`config.mk`:
```
export PLATFORM = sky130hd
export DESIGN_NAME = subslot_switch
export DESIGN_NICKNAME = d
export VERILOG_FILES = /design/src/rtl/subslot_pkg.sv /design/src/rtl/subslot_dn.sv /design/src/rtl/subslot_up.sv /design/src/rtl/subslot_switch.sv
export SDC_FILE = /design/constraint.sdc
export NUM_CORES = 1
export LEC_CHECK = 0
export BUFFER_PORTS_ARGS = -buffer_cell sky130_fd_sc_hd__buf_2
export CAP_MARGIN = 20
export CORE_UTILIZATION = 49
export CTS_BUF_LIST = sky130_fd_sc_hd__clkbuf_16
export DETAILED_ROUTE_END_ITERATION = 7
export GPL_TIMING_DRIVEN = 0
export HOLD_SLACK_MARGIN = 0.08
export PLACE_DENSITY = 0.94
export SYNTH_ARGS = -nofsm -noshare
export SYNTH_HDL_FRONTEND = slang
export SYNTH_SLANG_ARGS = --single-unit
```
`constraint.sdc`:
```
create_clock -name clk -period 3.8 [get_ports clk]
set_input_delay 0.19 -clock clk [delete_from_list [all_inputs] [get_ports clk]]
set_output_delay 0.19 -clock clk [all_outputs]
set_load 0.1 [all_outputs]
```
`src/rtl/subslot_pkg.sv`:
```
package subslot_pkg;
    localparam int BYTE_W = 8;
    localparam logic [3:0] CODE_HIZ = 4'b1011;

    typedef enum logic [1:0] {DN_UNASG, DN_SWITCH, DN_HIZ} dn_state_t;
    typedef enum logic {UP_UNASG, UP_SWITCH} up_state_t;

    function automatic logic is_switch_code(input logic [3:0] code);
        return code[3:2] == 2'b01;
    endfunction

    function automatic logic [1:0] pick_pair(input logic [BYTE_W-1:0] b, input logic [1:0] sel);
        logic [BYTE_W-1:0] sh;
        sh = b >> {sel, 1'b0};
        return sh[1:0];
    endfunction

    function automatic logic [BYTE_W-1:0] put_pair(input logic [BYTE_W-1:0] b,
                                                   input logic [1:0] pair,
                                                   input logic [1:0] sel);
        logic [BYTE_W-1:0] mask;
        logic [BYTE_W-1:0] ins;
        mask = {{(BYTE_W-2){1'b0}}, 2'b11} << {sel, 1'b0};
        ins  = {{(BYTE_W-2){1'b0}}, pair} << {sel, 1'b0};
        return (b & ~mask) | ins;
    endfunction
endpackage

```
`src/rtl/subslot_dn.sv`:
```
module subslot_dn
    import subslot_pkg::*;
#(
    parameter int SLOT_W = 5
) (
    input  logic              clk,
    input  logic              rst_n,
    input  logic              frm_start,
    input  logic [3:0]        code_in,
    input  logic [SLOT_W-1:0] ptr_in,
    input  logic              pcm_vld,
    input  logic [SLOT_W-1:0] pcm_slot,
    input  logic [BYTE_W-1:0] pcm_byte,
    output logic [BYTE_W-1:0] line_byte,
    output logic              line_oe
);
    dn_state_t         state_q, state_d;
    logic [1:0]        sel_q;
    logic [SLOT_W-1:0] ptr_q;
    logic [1:0]        pair_q;

    always_comb begin
        state_d = state_q;
        if (frm_start) begin
            if (is_switch_code(code_in))  state_d = DN_SWITCH;
            else if (code_in == CODE_HIZ) state_d = DN_HIZ;
            else                          state_d = DN_UNASG;
        end
    end

    always_ff @(posedge clk) begin
        if (!rst_n) begin
            state_q <= DN_UNASG;
            sel_q   <= 2'b00;
            ptr_q   <= '0;
        end else begin
            state_q <= state_d;
            if (frm_start) begin
                sel_q <= code_in[1:0];
                ptr_q <= ptr_in;
            end
        end
    end

    always_ff @(posedge clk) begin
        if (!rst_n)
            pair_q <= 2'b11;
        else if (state_q == DN_SWITCH && pcm_vld && pcm_slot == ptr_q)
            pair_q <= pick_pair(pcm_byte, sel_q);
    end

    always_comb begin
        line_byte = '1;
        line_oe   = 1'b1;
        unique case (state_q)
            DN_SWITCH: line_byte[BYTE_W-1 -: 2] = pair_q;
            DN_HIZ:    line_oe = 1'b0;
            default:   line_oe = 1'b1;
        endcase
    end

    // latched settings only move at a frame pulse
    a_r8_dn_hold: assert property (@(posedge clk) disable iff (!rst_n)
        !frm_start |=> ($stable(state_q) && $stable(sel_q) && $stable(ptr_q)));
endmodule

```
`src/rtl/subslot_up.sv`:
```
module subslot_up
    import subslot_pkg::*;
#(
    parameter int SLOT_W = 5
) (
    input  logic              clk,
    input  logic              rst_n,
    input  logic              frm_start,
    input  logic [3:0]        code_in,
    input  logic [SLOT_W-1:0] ptr_in,
    input  logic              line_vld,
    input  logic [1:0]        line_d,
    input  logic              pcm_vld,
    input  logic [SLOT_W-1:0] pcm_slot,
    input  logic [BYTE_W-1:0] pcm_in,
    output logic [BYTE_W-1:0] pcm_out,
    output logic              pcm_out_vld
);
    up_state_t         state_q, state_d;
    logic [1:0]        sel_q;
    logic [SLOT_W-1:0] ptr_q;
    logic [1:0]        pair_q;
    logic [BYTE_W-1:0] out_d;

    always_comb begin
        state_d = state_q;
        if (frm_start)
            state_d = is_switch_code(code_in) ? UP_SWITCH : UP_UNASG;
    end

    always_ff @(posedge clk) begin
        if (!rst_n) begin
            state_q <= UP_UNASG;
            sel_q   <= 2'b00;
            ptr_q   <= '0;
        end else begin
            state_q <= state_d;
            if (frm_start) begin
                sel_q <= code_in[1:0];
                ptr_q <= ptr_in;
            end
        end
    end

    always_ff @(posedge clk) begin
        if (!rst_n)
            pair_q <= 2'b11;
        else if (state_q == UP_SWITCH && line_vld)
            pair_q <= line_d;
    end

    always_comb begin
        out_d = pcm_in;
        unique case (state_q)
            UP_SWITCH: if (pcm_slot == ptr_q) out_d = put_pair(pcm_in, pair_q, sel_q);
            default:   out_d = pcm_in;
        endcase
    end

    always_ff @(posedge clk) begin
        if (!rst_n) begin
            pcm_out     <= '0;
            pcm_out_vld <= 1'b0;
        end else begin
            pcm_out_vld <= pcm_vld;
            if (pcm_vld) pcm_out <= out_d;
        end
    end

    // one-cycle latency on every valid byte
    a_r6_latency: assert property (@(posedge clk) disable iff (!rst_n)
        pcm_vld |=> pcm_out_vld);
    // bits outside the selected pair are never altered
    a_r6_six_bits: assert property (@(posedge clk) disable iff (!rst_n)
        pcm_vld |=> (((pcm_out ^ $past(pcm_in)) &
                      ~({{(BYTE_W-2){1'b0}}, 2'b11} << {$past(sel_q), 1'b0})) == '0));
    // unassigned path is a pure pass-through
    a_r7_passthru: assert property (@(posedge clk) disable iff (!rst_n)
        (pcm_vld && state_q == UP_UNASG) |=> (pcm_out == $past(pcm_in)));
    // latched settings only move at a frame pulse
    a_r8_up_hold: assert property (@(posedge clk) disable iff (!rst_n)
        !frm_start |=> ($stable(state_q) && $stable(sel_q) && $stable(ptr_q)));
endmodule

```
`src/rtl/subslot_switch.sv`:
```
module subslot_switch
    import subslot_pkg::*;
#(
    parameter int SLOT_W = 5
) (
    input  logic              clk,
    input  logic              rst_n,
    input  logic              frm_start,
    input  logic [3:0]        dn_code,
    input  logic [SLOT_W-1:0] dn_ptr,
    input  logic [3:0]        up_code,
    input  logic [SLOT_W-1:0] up_ptr,
    input  logic              pcm_dn_vld,
    input  logic [SLOT_W-1:0] pcm_dn_slot,
    input  logic [7:0]        pcm_dn_byte,
    output logic [7:0]        dn_line_byte,
    output logic              dn_oe,
    input  logic              up_line_vld,
    input  logic [1:0]        up_line_d,
    input  logic              pcm_up_vld,
    input  logic [SLOT_W-1:0] pcm_up_slot,
    input  logic [7:0]        pcm_up_in,
    output logic [7:0]        pcm_up_out,
    output logic              pcm_up_out_vld
);
    subslot_dn #(.SLOT_W(SLOT_W)) u_dn (
        .clk(clk), .rst_n(rst_n), .frm_start(frm_start),
        .code_in(dn_code), .ptr_in(dn_ptr),
        .pcm_vld(pcm_dn_vld), .pcm_slot(pcm_dn_slot), .pcm_byte(pcm_dn_byte),
        .line_byte(dn_line_byte), .line_oe(dn_oe)
    );

    subslot_up #(.SLOT_W(SLOT_W)) u_up (
        .clk(clk), .rst_n(rst_n), .frm_start(frm_start),
        .code_in(up_code), .ptr_in(up_ptr),
        .line_vld(up_line_vld), .line_d(up_line_d),
        .pcm_vld(pcm_up_vld), .pcm_slot(pcm_up_slot), .pcm_in(pcm_up_in),
        .pcm_out(pcm_up_out), .pcm_out_vld(pcm_up_out_vld)
    );

    // release code latched at a frame pulse disables the line driver
    a_r4_hiz: assert property (@(posedge clk) disable iff (!rst_n)
        (frm_start && dn_code == CODE_HIZ) |=> !dn_oe);
    // unlisted downstream code gives idle ones with driver on
    a_r5_unasg: assert property (@(posedge clk) disable iff (!rst_n)
        (frm_start && !is_switch_code(dn_code) && dn_code != CODE_HIZ)
            |=> (dn_oe && dn_line_byte == 8'hFF));
endmodule

```
==> results of run 1 <==
-- area by class of cell --
cell class / instances / area [um^2] / area share, %
buffer: 13 / 80.1 / 4.07
timing repair buffer: 61 / 305 / 15.5
clock buffer: 5 / 125 / 6.35
clock inverter: 2 / 7.51 / 0.381
sequential: 30 / 601 / 30.5
tap: 31 / 38.8 / 1.97
multi-input combinational: 118 / 797 / 40.5
inverter: 4 / 15.0 / 0.762
-- worst max-delay path by stage --
stage | depth (start not counted) | slack [ns] | from | endpoint
floorplan | 5 | 2.45 | u_up.ptr_q[1]$_SDFFE_PN0P_ | u_up.pcm_out[4]$_SDFFE_PN0P_
global placement | 5 | 2.31 | u_up.ptr_q[2]$_SDFFE_PN0P_ | u_up.pcm_out[5]$_SDFFE_PN0P_
detailed placement | 5 | 2.30 | u_up.ptr_q[2]$_SDFFE_PN0P_ | u_up.pcm_out[4]$_SDFFE_PN0P_
CTS | 5 | 2.29 | u_up.ptr_q[2]$_SDFFE_PN0P_ | u_up.pcm_out[4]$_SDFFE_PN0P_
global route | 4 | 2.12 | u_up.ptr_q[4]$_SDFFE_PN0P_ | u_up.pcm_out[2]$_SDFFE_PN0P_
finish | 4 | 2.29 | u_up.ptr_q[4]$_SDFFE_PN0P_ | u_up.pcm_out[2]$_SDFFE_PN0P_
-- cell usage in the layout (no fill, tap or decap), drive strengths merged, types with 8 or more instances in the layout --
cell    instances
nor2b          15
mux2i          14
a31oi           8
or3             8
o21ai          18
buf            69
nand3          12
dfxtp          30
clkbuf         10
xnor2          10
-- registers in the layout, summed over array words and instances (netlist names) --
name and count:
u_up.sel_q 2, u_up.pcm_out 8, u_dn.pair_q 2, u_up.pcm_out_vld 1, u_dn.state_q 2, u_up.pair_q 2
u_up.ptr_q 5, u_dn.ptr_q 5, u_up.state_q 1, u_dn.sel_q 2
-- critical path, cell delays in order, from the launching register on --
cell	delay (ns)
dfxtp_1	0.31
xnor2_1	0.37
nand4b_1	0.23
or3_1	0.36
a31oi_1	0.16
-- metrics by stage --
| stage | worst slack [ns] | total power (uW) |
|---|---|---|
| 2_1_floorplan | 2.45 | 482 |
| 3_3_place_gp | 2.31 | 523 |
| 3_5_place_dp | 2.30 | 528 |
| 4_1_cts | 2.29 | 886 |
| 5_1_grt | 2.12 | 914 |
| 6_report | 2.29 | 879 |
-- logic make-up (layout without fill, tap and decap cells) --
family                    count (synthesis)  in the layout  synth area share (%)
AOI/OAI and AO/OA                        29             29                  10.9
and+or+nand+nor                          57             57                  23.2
buffers and inverters                    17             85                  6.45
muxes                                    16             16                  12.6
DFF                                      30             30                  40.7
xor gates and xnor gates                 10             10                  5.94
other                                     1              6                 0.254
-- routing by layer --
layer / up-vias / part of all wire (%)
met2: 42 / 50
met5: - / 0
met4: 0 / 2.3
met1: 630 / 42
li1: 701 / -
met3: 8 / 5.3
-- report_power, final --
group | internal [uW] | switching, uW | total (uW) | leakage, uW
combinational | 58.7 | 119 | 178 | 0.000556
clock | 233 | 124 | 357 | 0.0000723
sequential | 333 | 11.7 | 344 | 0.000247
total | 624 | 255 | 879 | 0.000875
==> flow_metrics.tcl, run 1 <==
set metrics [dict create \
    run_status "finished, violations left" \
    failing_checks "DRC" \
    regToRegSetupSlack_ns 2.29 \
    number_of_standard_cells_in_the_layout_taps_in_and_fillers_out 264 \
    floorplan_die_area_um2 3230 \
    dpl_cell_area_um2 1840 \
    worst_hold_slack_ns 0.161 \
    finalWeightedCongestion 0.806 \
    final.period_utilization_pct 39.7 \
    synth_top_area_cell "dfxtp_1" \
    cts-resized-gates 0 \
    design.core.area_um2 2810 \
    hold-path-cell-count 3 \
    first_global_vias 1378 \
    hp-class "input port to flip-flop" \
    globalRouteOverflowTotal 0 \
    slew_headroom_pct 66.4 \
    routing_usage_on_met3_pct 7.60 \
    quantity_of_i_o_buffers_inserted_on_ports 61 \
    timing.final.hold_violations 0 \
    post-route-cell-area_um2 1970 \
    synth_top_flop_cell "dfxtp_1" \
    rsz0062_at_grt "no" \
    dpl.cell_count 257 \
    track_usage_pct 22.2 \
    syn_avg_cell_area_um2 9.21 \
    syn_inst 160 \
    final_routed_drc_violation_total 4 \
    synthMostInstantiatedCell "dfxtp_1" \
    routedWlPerCell_um 12.6 \
    grt_start_max_net_pins 11 \
    synth_edf_count 0 \
    final_layout_size_suffix_gt1_share_pct 33.0 \
    cts_buffers 5 \
    synth_sequential_area_ratio_pct 40.7 \
    vdd.ir_drop.worst_mv 0.349 \
    fin_tns_setup_ns 0 \
    max-clock-path-buffers 2 \
    finish.net_count 285 \
    drtPass1Iterations 6 \
    clk-insertion-delay-late_ns 0.27 \
    endpoint_kind "flip-flop" \
    r2r_end "u_up.pcm_out[2]$_SDFFE_PN0P_" \
    initial_utilization_pct 52.5 \
    yosys_warnings 0 \
    min_to "u_up.pair_q[1]$_SDFFE_PN1P_" \
    wirelength_um 3330 \
    grt_first_pass_wirelength_um 5460 \
    ys_async_sr_fraction_pct 0 \
    path_class "flip-flop to flip-flop" \
    timing.critical_path.required_ns 4.00 \
    syn-cell-area_um2 1470 \
    tightest_slew_ns 0.504 \
    rr_startpoint "u_up.ptr_q[4]$_SDFFE_PN0P_" \
    power-per-cell-area_nw_per_um2 447 \
    antenna_cells_inserted 0 \
    synthToLayoutAreaGrowth_pct 33.6 \
    chipWidth_um 56.8 \
    tritoncts "built" \
    grt_util_met2_pct 38.1 \
    detail-route-antenna-nets 0 \
    yosysTopAreaCellShare_pct 40.7 \
    clock.fmax_mhz 662 \
    htreeDepth 2 \
    busiest_metal_layer_after_global_routing "met2" \
    clock-root-buffer "clkbuf_16" \
    clock_net_sink_count 30 \
    setup_violations 0 \
    drv.max_cap_violation_count 0 \
    layout.filler_cells 245 \
    synth-seq-cells 30 \
    period_needed_ns 1.51 \
    static-leakage-power_uw 0.000875 \
    total_half_perimeter_wirelength_after_legalization_and_detailed_placement_um 2640 \
    floorplan.die.height_um 56.8 \
    pin_count 70 \
    clock_slew_at_reported_path_ffs_ns 0.05 \
    yosys.cell_types.count 28 \
    startpoint_type "flip-flop" \
    timing.final.max_slew_violations 0 \
    timing.hold.worst.start "up_line_d[1]" \
    postLayoutCoreUtil_pct 70.2 \
    cts_hold_buf 0 \
    top_cells_by_count_synth "dfxtp_1 (30), nor2b_1 (15), mux2i_1 (14)" \
    post_cts.repair.setup_buffers 0 \
    initial_drc_count 32 \
    placement_rows 19 \
    worst_clock_skew_ns 0.00430 \
    ys_top_cells_by_area "dfxtp_1 (41%), mux2i_1 (9.5%), nor2b_1 (6.4%)" \
    via_per_inst 5.23 \
    cp.arrival_ns 1.71 \
    grt_antenna_before_repair 0 \
    route.vias.total 1381 \
    use_met1_pct 23.9 \
    worstPathMaxFanout 5 \
    timing.reg2reg.worst_path_depth 4 \
]
Power figures use the tool's default switching activity.
==> inputs of run 2 (changes only) <==
- CORE_UTILIZATION: 49 -> 46
- PLACE_DENSITY: 0.94 -> 0.89
- clock period: 3.8 -> 1.5 ns (I/O delays scaled with it)
==> flow_metrics.tcl, run 2 (same netlist as run 1, synthesis figures left out) <==
set metrics [dict create \
    antenna_cells_inserted 0 \
    slew_headroom_pct 64.2 \
    finish.net_count 300 \
    floorplan.die.height_um 58.6 \
    clock_slew_at_reported_path_ffs_ns 0.05 \
    dpl_cell_area_um2 1850 \
    worst_path_max_stage_delay_ns 0.36 \
    maxUsedRoutingLayer "met4" \
    routedWlPerCell_um 13.8 \
    clock.fmax_mhz 693 \
    timing.critical_path.max_delay_family "simple AND/OR/NAND/NOR gates" \
    dpl.cell_count 270 \
    chipWidth_um 58.6 \
    total_half_perimeter_wirelength_after_legalization_and_detailed_placement_um 2560 \
    power.sequential.fraction_pct 38.2 \
    reg_top3 "u_up.pcm_out: 8 flops, u_dn.ptr_q: 5 flops, u_up.ptr_q: 5 flops" \
    layout.cells.most_common "buf_2" \
    met3_wire_length_um 206 \
    pin_count 70 \
    wirelength_um 4040 \
    first_global_vias 1460 \
    worst_clock_skew_ns 0.00352 \
    net_switching_power_of_the_design_uw 681 \
    setup_violations 0 \
    drv.max_cap_violation_count 0 \
    detail-route-antenna-nets 0 \
    number_of_standard_cells_in_the_layout_taps_in_and_fillers_out 292 \
    hold-path-cell-count 3 \
    final_layout_size_suffix_gt1_share_pct 34.7 \
    timing.final.max_slew_violations 0 \
    hp-class "input port to flip-flop" \
    quantity_of_i_o_buffers_inserted_on_ports 61 \
    via_per_inst 5.09 \
    tightest_slew_ns 0.538 \
    path_class "flip-flop to flip-flop" \
    period_needed_ns 1.44 \
    initial_drc_count 56 \
    pwr-share-comb_pct 21.8 \
    critical_path.cell_chain "xnor2_2 > nand4b_1 > or3_1 > a31oi_1" \
    initial_utilization_pct 48.3 \
    post-route-cell-area_um2 2180 \
    route.vias.total 1487 \
    power.switching_fraction_pct 29.7 \
    endpoint_kind "flip-flop" \
    track_usage_pct 25.0 \
    vdd.ir_drop.worst_mv 0.903 \
    final_routed_drc_violation_total 0 \
    power.internal_uw 1610 \
    mostFrequentLayoutCells "buf_2 (62), dfxtp_1 (29), nor2b_1 (15)" \
    top_register "u_up.pcm_out" \
    startpoint_type "flip-flop" \
    design.core.area_um2 3050 \
    postLayoutCoreUtil_pct 71.3 \
    synthToLayoutAreaGrowth_pct 47.6 \
    finalWeightedCongestion 0.831 \
    timing.critical_path.slowest_stage_cell "or3_1" \
    timing.final.hold_violations 0 \
    static-leakage-power_uw 0.000959 \
    crit_cells 4 \
    max-clock-path-buffers 2 \
    power-per-cell-area_nw_per_um2 1050 \
    globalRouteOverflowTotal 0 \
    timing.reg2reg.worst_path_depth 4 \
    clock-root-buffer "clkbuf_16" \
    floorplan_die_area_um2 3430 \
    fin_tns_setup_ns 0 \
    grt_start_max_net_pins 11 \
    placement_rows 20 \
    power.clock.fraction_pct 40.0 \
    htreeDepth 2 \
    clock_net_sink_count 30 \
    timing.critical_path.required_ns 1.70 \
    worst_hold_slack_ns 0.0831 \
    timing.critical_path.buf_inv 0 \
    drtPass1Iterations 4 \
    final.period_utilization_pct 96.3 \
    wl_met2_um 2210 \
    clk-insertion-delay-late_ns 0.28 \
    worstPathMaxFanout 5 \
    grt_antenna_before_repair 0 \
    cts_buffers 5 \
    run_status "finished clean" \
    tritoncts "built" \
    cp.arrival_ns 1.64 \
    wirelength_met1_um 1500 \
    number_of_flip_flops_under_the_largest_register_name 8 \
    grt_first_pass_wirelength_um 6040 \
]
==> run 2: path summary, 6_finish.rpt <==
path | slack (ns) | endpoint | start
hold reg to reg | 0.49 | u_dn.pair_q[0]$_SDFFE_PN1P_ | u_dn.pair_q[0]$_SDFFE_PN1P_
hold / removal | 0.08 | u_dn.ptr_q[3]$_SDFFE_PN0P_ | dn_ptr[3]
setup / recovery | 0.06 | u_up.pcm_out[3]$_SDFFE_PN0P_ | u_up.ptr_q[4]$_SDFFE_PN0P_
setup reg to reg | 0.06 | u_up.pcm_out[3]$_SDFFE_PN0P_ | u_up.ptr_q[4]$_SDFFE_PN0P_
==> run 2: area by class of cell <==
type	instances	area, um^2
fill	249	877
buffer	13	80.1
clock buffer	5	125
sequential	30	602
clock inverter	2	7.51
timing repair buffer	76	448
multi-input combinational	118	843
tap	44	55.1
inverter	4	15.0
==> run 2: routing by layer <==
metal | global-route usage, % | vias up
met4 | 17.0 | 0
met2 | 44.8 | 53
met3 | 8.35 | 10
li1 | - | 732
met1 | 24.3 | 692
met5 | 0 | -
==> run 2: power groups by stage <==
stage | Combinational (uW) | Sequential (uW) | Clock, uW
6_report | 500 | 877 | 917
5_1_grt | 530 | 880 | 953
4_1_cts | 477 | 873 | 921
3_5_place_dp | 449 | 886 | 0
3_3_place_gp | 441 | 885 | 0
2_1_floorplan | 221 | 999 | 0
==> run 2: worst min-delay path: stages <==
cell     delay [ns]
buf_2          0.08
mux2i_1        0.06
nor2b_1        0.10
==> run 2: stage by stage <==
step | setup WS [ns] | power [uW]
2_1_floorplan | 0.150 | 1220
6_report | 0.0560 | 2290
3_3_place_gp | 0.0168 | 1330
5_1_grt | -0.0207 | 2360
3_5_place_dp | -0.00468 | 1340
4_1_cts | 0.000292 | 2270
==> run 2: repair_timing <==
item / in CTS / in global routing
gates cloned: 0 / 0
buffers inserted: 0 / 3
hold buffers: 12 / 0
pin swaps: 1 / 5
endpoints found under the setup margin: 5 / 4
resized for setup: 2 / 5
hold endpoints to repair: 10 / 0
==> inputs of run 3 (changes only) <==
- clock period: 1.5 -> 1.52 ns (I/O delays scaled with it)
==> flow_metrics.tcl, run 3 (same netlist as run 1, synthesis figures left out) <==
set metrics [dict create \
    tritoncts "built" \
    finalWeightedCongestion 0.831 \
    routedWlPerCell_um 13.7 \
    layout.cells.most_common "buf_2" \
    antenna_cells_inserted 0 \
    final_routed_drc_violation_total 0 \
    via_per_inst 5.12 \
    slew_headroom_pct 64.2 \
    final_layout_size_suffix_gt1_share_pct 34.8 \
    initial_utilization_pct 48.3 \
    power-per-cell-area_nw_per_um2 1030 \
    timing.reg2reg.worst_path_depth 5 \
    drv.max_cap_violation_count 0 \
    track_usage_pct 24.9 \
    top_register "u_up.pcm_out" \
    floorplan_die_area_um2 3430 \
    htreeDepth 2 \
    clock_slew_at_reported_path_ffs_ns 0.05 \
    number_of_flip_flops_under_the_largest_register_name 8 \
    worst_clock_skew_ns 0.00384 \
    cts_buffers 5 \
    static-leakage-power_uw 0.000967 \
    route.vias.total 1504 \
    reg_top3 "u_up.pcm_out: 8 flops, u_dn.ptr_q: 5 flops, u_up.ptr_q: 5 flops" \
    vdd.ir_drop.worst_mv 0.885 \
    post-place-ws_ns 0.0153 \
    min_to "u_up.pcm_out[1]$_SDFFE_PN0P_" \
    total_half_perimeter_wirelength_after_legalization_and_detailed_placement_um 2560 \
    detail-route-antenna-nets 0 \
    fin_tns_setup_ns 0 \
    rr_startpoint "u_up.ptr_q[1]$_SDFFE_PN0P_" \
    final.period_utilization_pct 96.9 \
    mostFrequentLayoutCells "buf_2 (62), dfxtp_1 (30), nor2b_1 (15)" \
    tightest_slew_ns 0.537 \
    chipWidth_um 58.6 \
    hold-path-cell-count 3 \
    regToRegSetupSlack_ns 0.05 \
    period_needed_ns 1.47 \
    hp-class "input port to flip-flop" \
    setup_violations 0 \
    cp.arrival_ns 1.67 \
    grt_first_pass_wirelength_um 6020 \
    layout.filler_cells 247 \
    synthToLayoutAreaGrowth_pct 48.6 \
    quantity_of_i_o_buffers_inserted_on_ports 61 \
    r2r_end "u_up.pcm_out[3]$_SDFFE_PN0P_" \
    clock_net_sink_count 30 \
    path_class "flip-flop to flip-flop" \
    wirelength_um 4030 \
    finalWorstSetupSlack_ns 0.0472 \
    timing.critical_path.required_ns 1.72 \
    floorplan.die.height_um 58.6 \
    max-clock-path-buffers 2 \
    dpl_cell_area_um2 1850 \
    clk-insertion-delay-late_ns 0.28 \
    finish.net_count 302 \
    timing.final.max_slew_violations 0 \
    design.core.area_um2 3050 \
    run_status "finished clean" \
    first_global_vias 1458 \
    grt_start_max_net_pins 11 \
    worstPathMaxFanout 4 \
    timing.hold.worst.start "pcm_up_in[1]" \
    worst_hold_slack_ns 0.0846 \
    endpoint_kind "flip-flop" \
    timing.final.hold_violations 0 \
    grt_antenna_before_repair 0 \
    pin_count 70 \
    placement_rows 20 \
    post-route-cell-area_um2 2190 \
    drtPass1Iterations 4 \
    clock-root-buffer "clkbuf_16" \
    initial_drc_count 56 \
    globalRouteOverflowTotal 0 \
    startpoint_type "flip-flop" \
    clock.fmax_mhz 679 \
]
==> run 3: metrics by stage <==
stage          std cells  utilization, %  total power (uW)
5_1_grt              294            71.7              2330
2_1_floorplan        165               -              1200
3_5_place_dp         270            60.7              1320
6_report             294            71.7              2260
3_3_place_gp         270            60.7              1310
4_1_cts              289            69.5              2240
==> run 3: worst max path at each step <==
stage / startpoint / to / slack [ns] / cells after the start
floorplan: u_up.ptr_q[1]$_SDFFE_PN0P_ / u_up.pcm_out[4]$_SDFFE_PN0P_ / 0.17 / 5
global placement: u_up.ptr_q[2]$_SDFFE_PN0P_ / u_up.pcm_out[4]$_SDFFE_PN0P_ / 0.04 / 5
detailed placement: u_up.ptr_q[2]$_SDFFE_PN0P_ / u_up.pcm_out[4]$_SDFFE_PN0P_ / 0.02 / 5
CTS: u_up.ptr_q[2]$_SDFFE_PN0P_ / u_up.pcm_out[4]$_SDFFE_PN0P_ / 0.006 / 5
global route: u_up.ptr_q[4]$_SDFFE_PN0P_ / u_up.pcm_out[3]$_SDFFE_PN0P_ / -0.007 / 4
finish: u_up.ptr_q[1]$_SDFFE_PN0P_ / u_up.pcm_out[3]$_SDFFE_PN0P_ / 0.05 / 5
==> run 3: where the power goes <==
| part | leakage, uW | internal (uW) | switching (uW) |
|---|---|---|---|
| combinational | 0.000647 | 175 | 315 |
| clock | 0.0000723 | 582 | 326 |
| sequential | 0.000247 | 831 | 33.0 |
==> run 3: metal layers <==
metal	GRT usage (%)	share of wire [%]	up-vias
li1	-	-	733
met1	24.0	38	709
met2	44.8	55	54
met3	8.35	5.2	8
met4	17.0	2.2	0
met5	0	0	-
==> run 3: what timing repair did <==
action	in CTS	in global routing
pin swaps	0	3
hold endpoints to repair	10	0
resized for setup	2	4
setup buffers	0	5
endpoints found under the setup margin	2	3
hold buffers	12	0
==> run 3: critical path: stages, from the launching register on <==
cell and delay (ns):
dfxtp_1 0.33, xnor2_2 0.20, nand4_4 0.16, buf_4 0.17, or3_1 0.35, a31oi_1 0.18
==> run 3: final cells by class <==
type / instances / area (um^2) / share of cell area (%)
timing repair buffer: 78 / 463 / 21.1
clock buffer: 5 / 125 / 5.71
buffer: 13 / 80.1 / 3.66
tap: 44 / 55.1 / 2.51
sequential: 30 / 601 / 27.4
inverter: 4 / 15.0 / 0.686
clock inverter: 2 / 7.51 / 0.343
multi-input combinational: 118 / 843 / 38.5
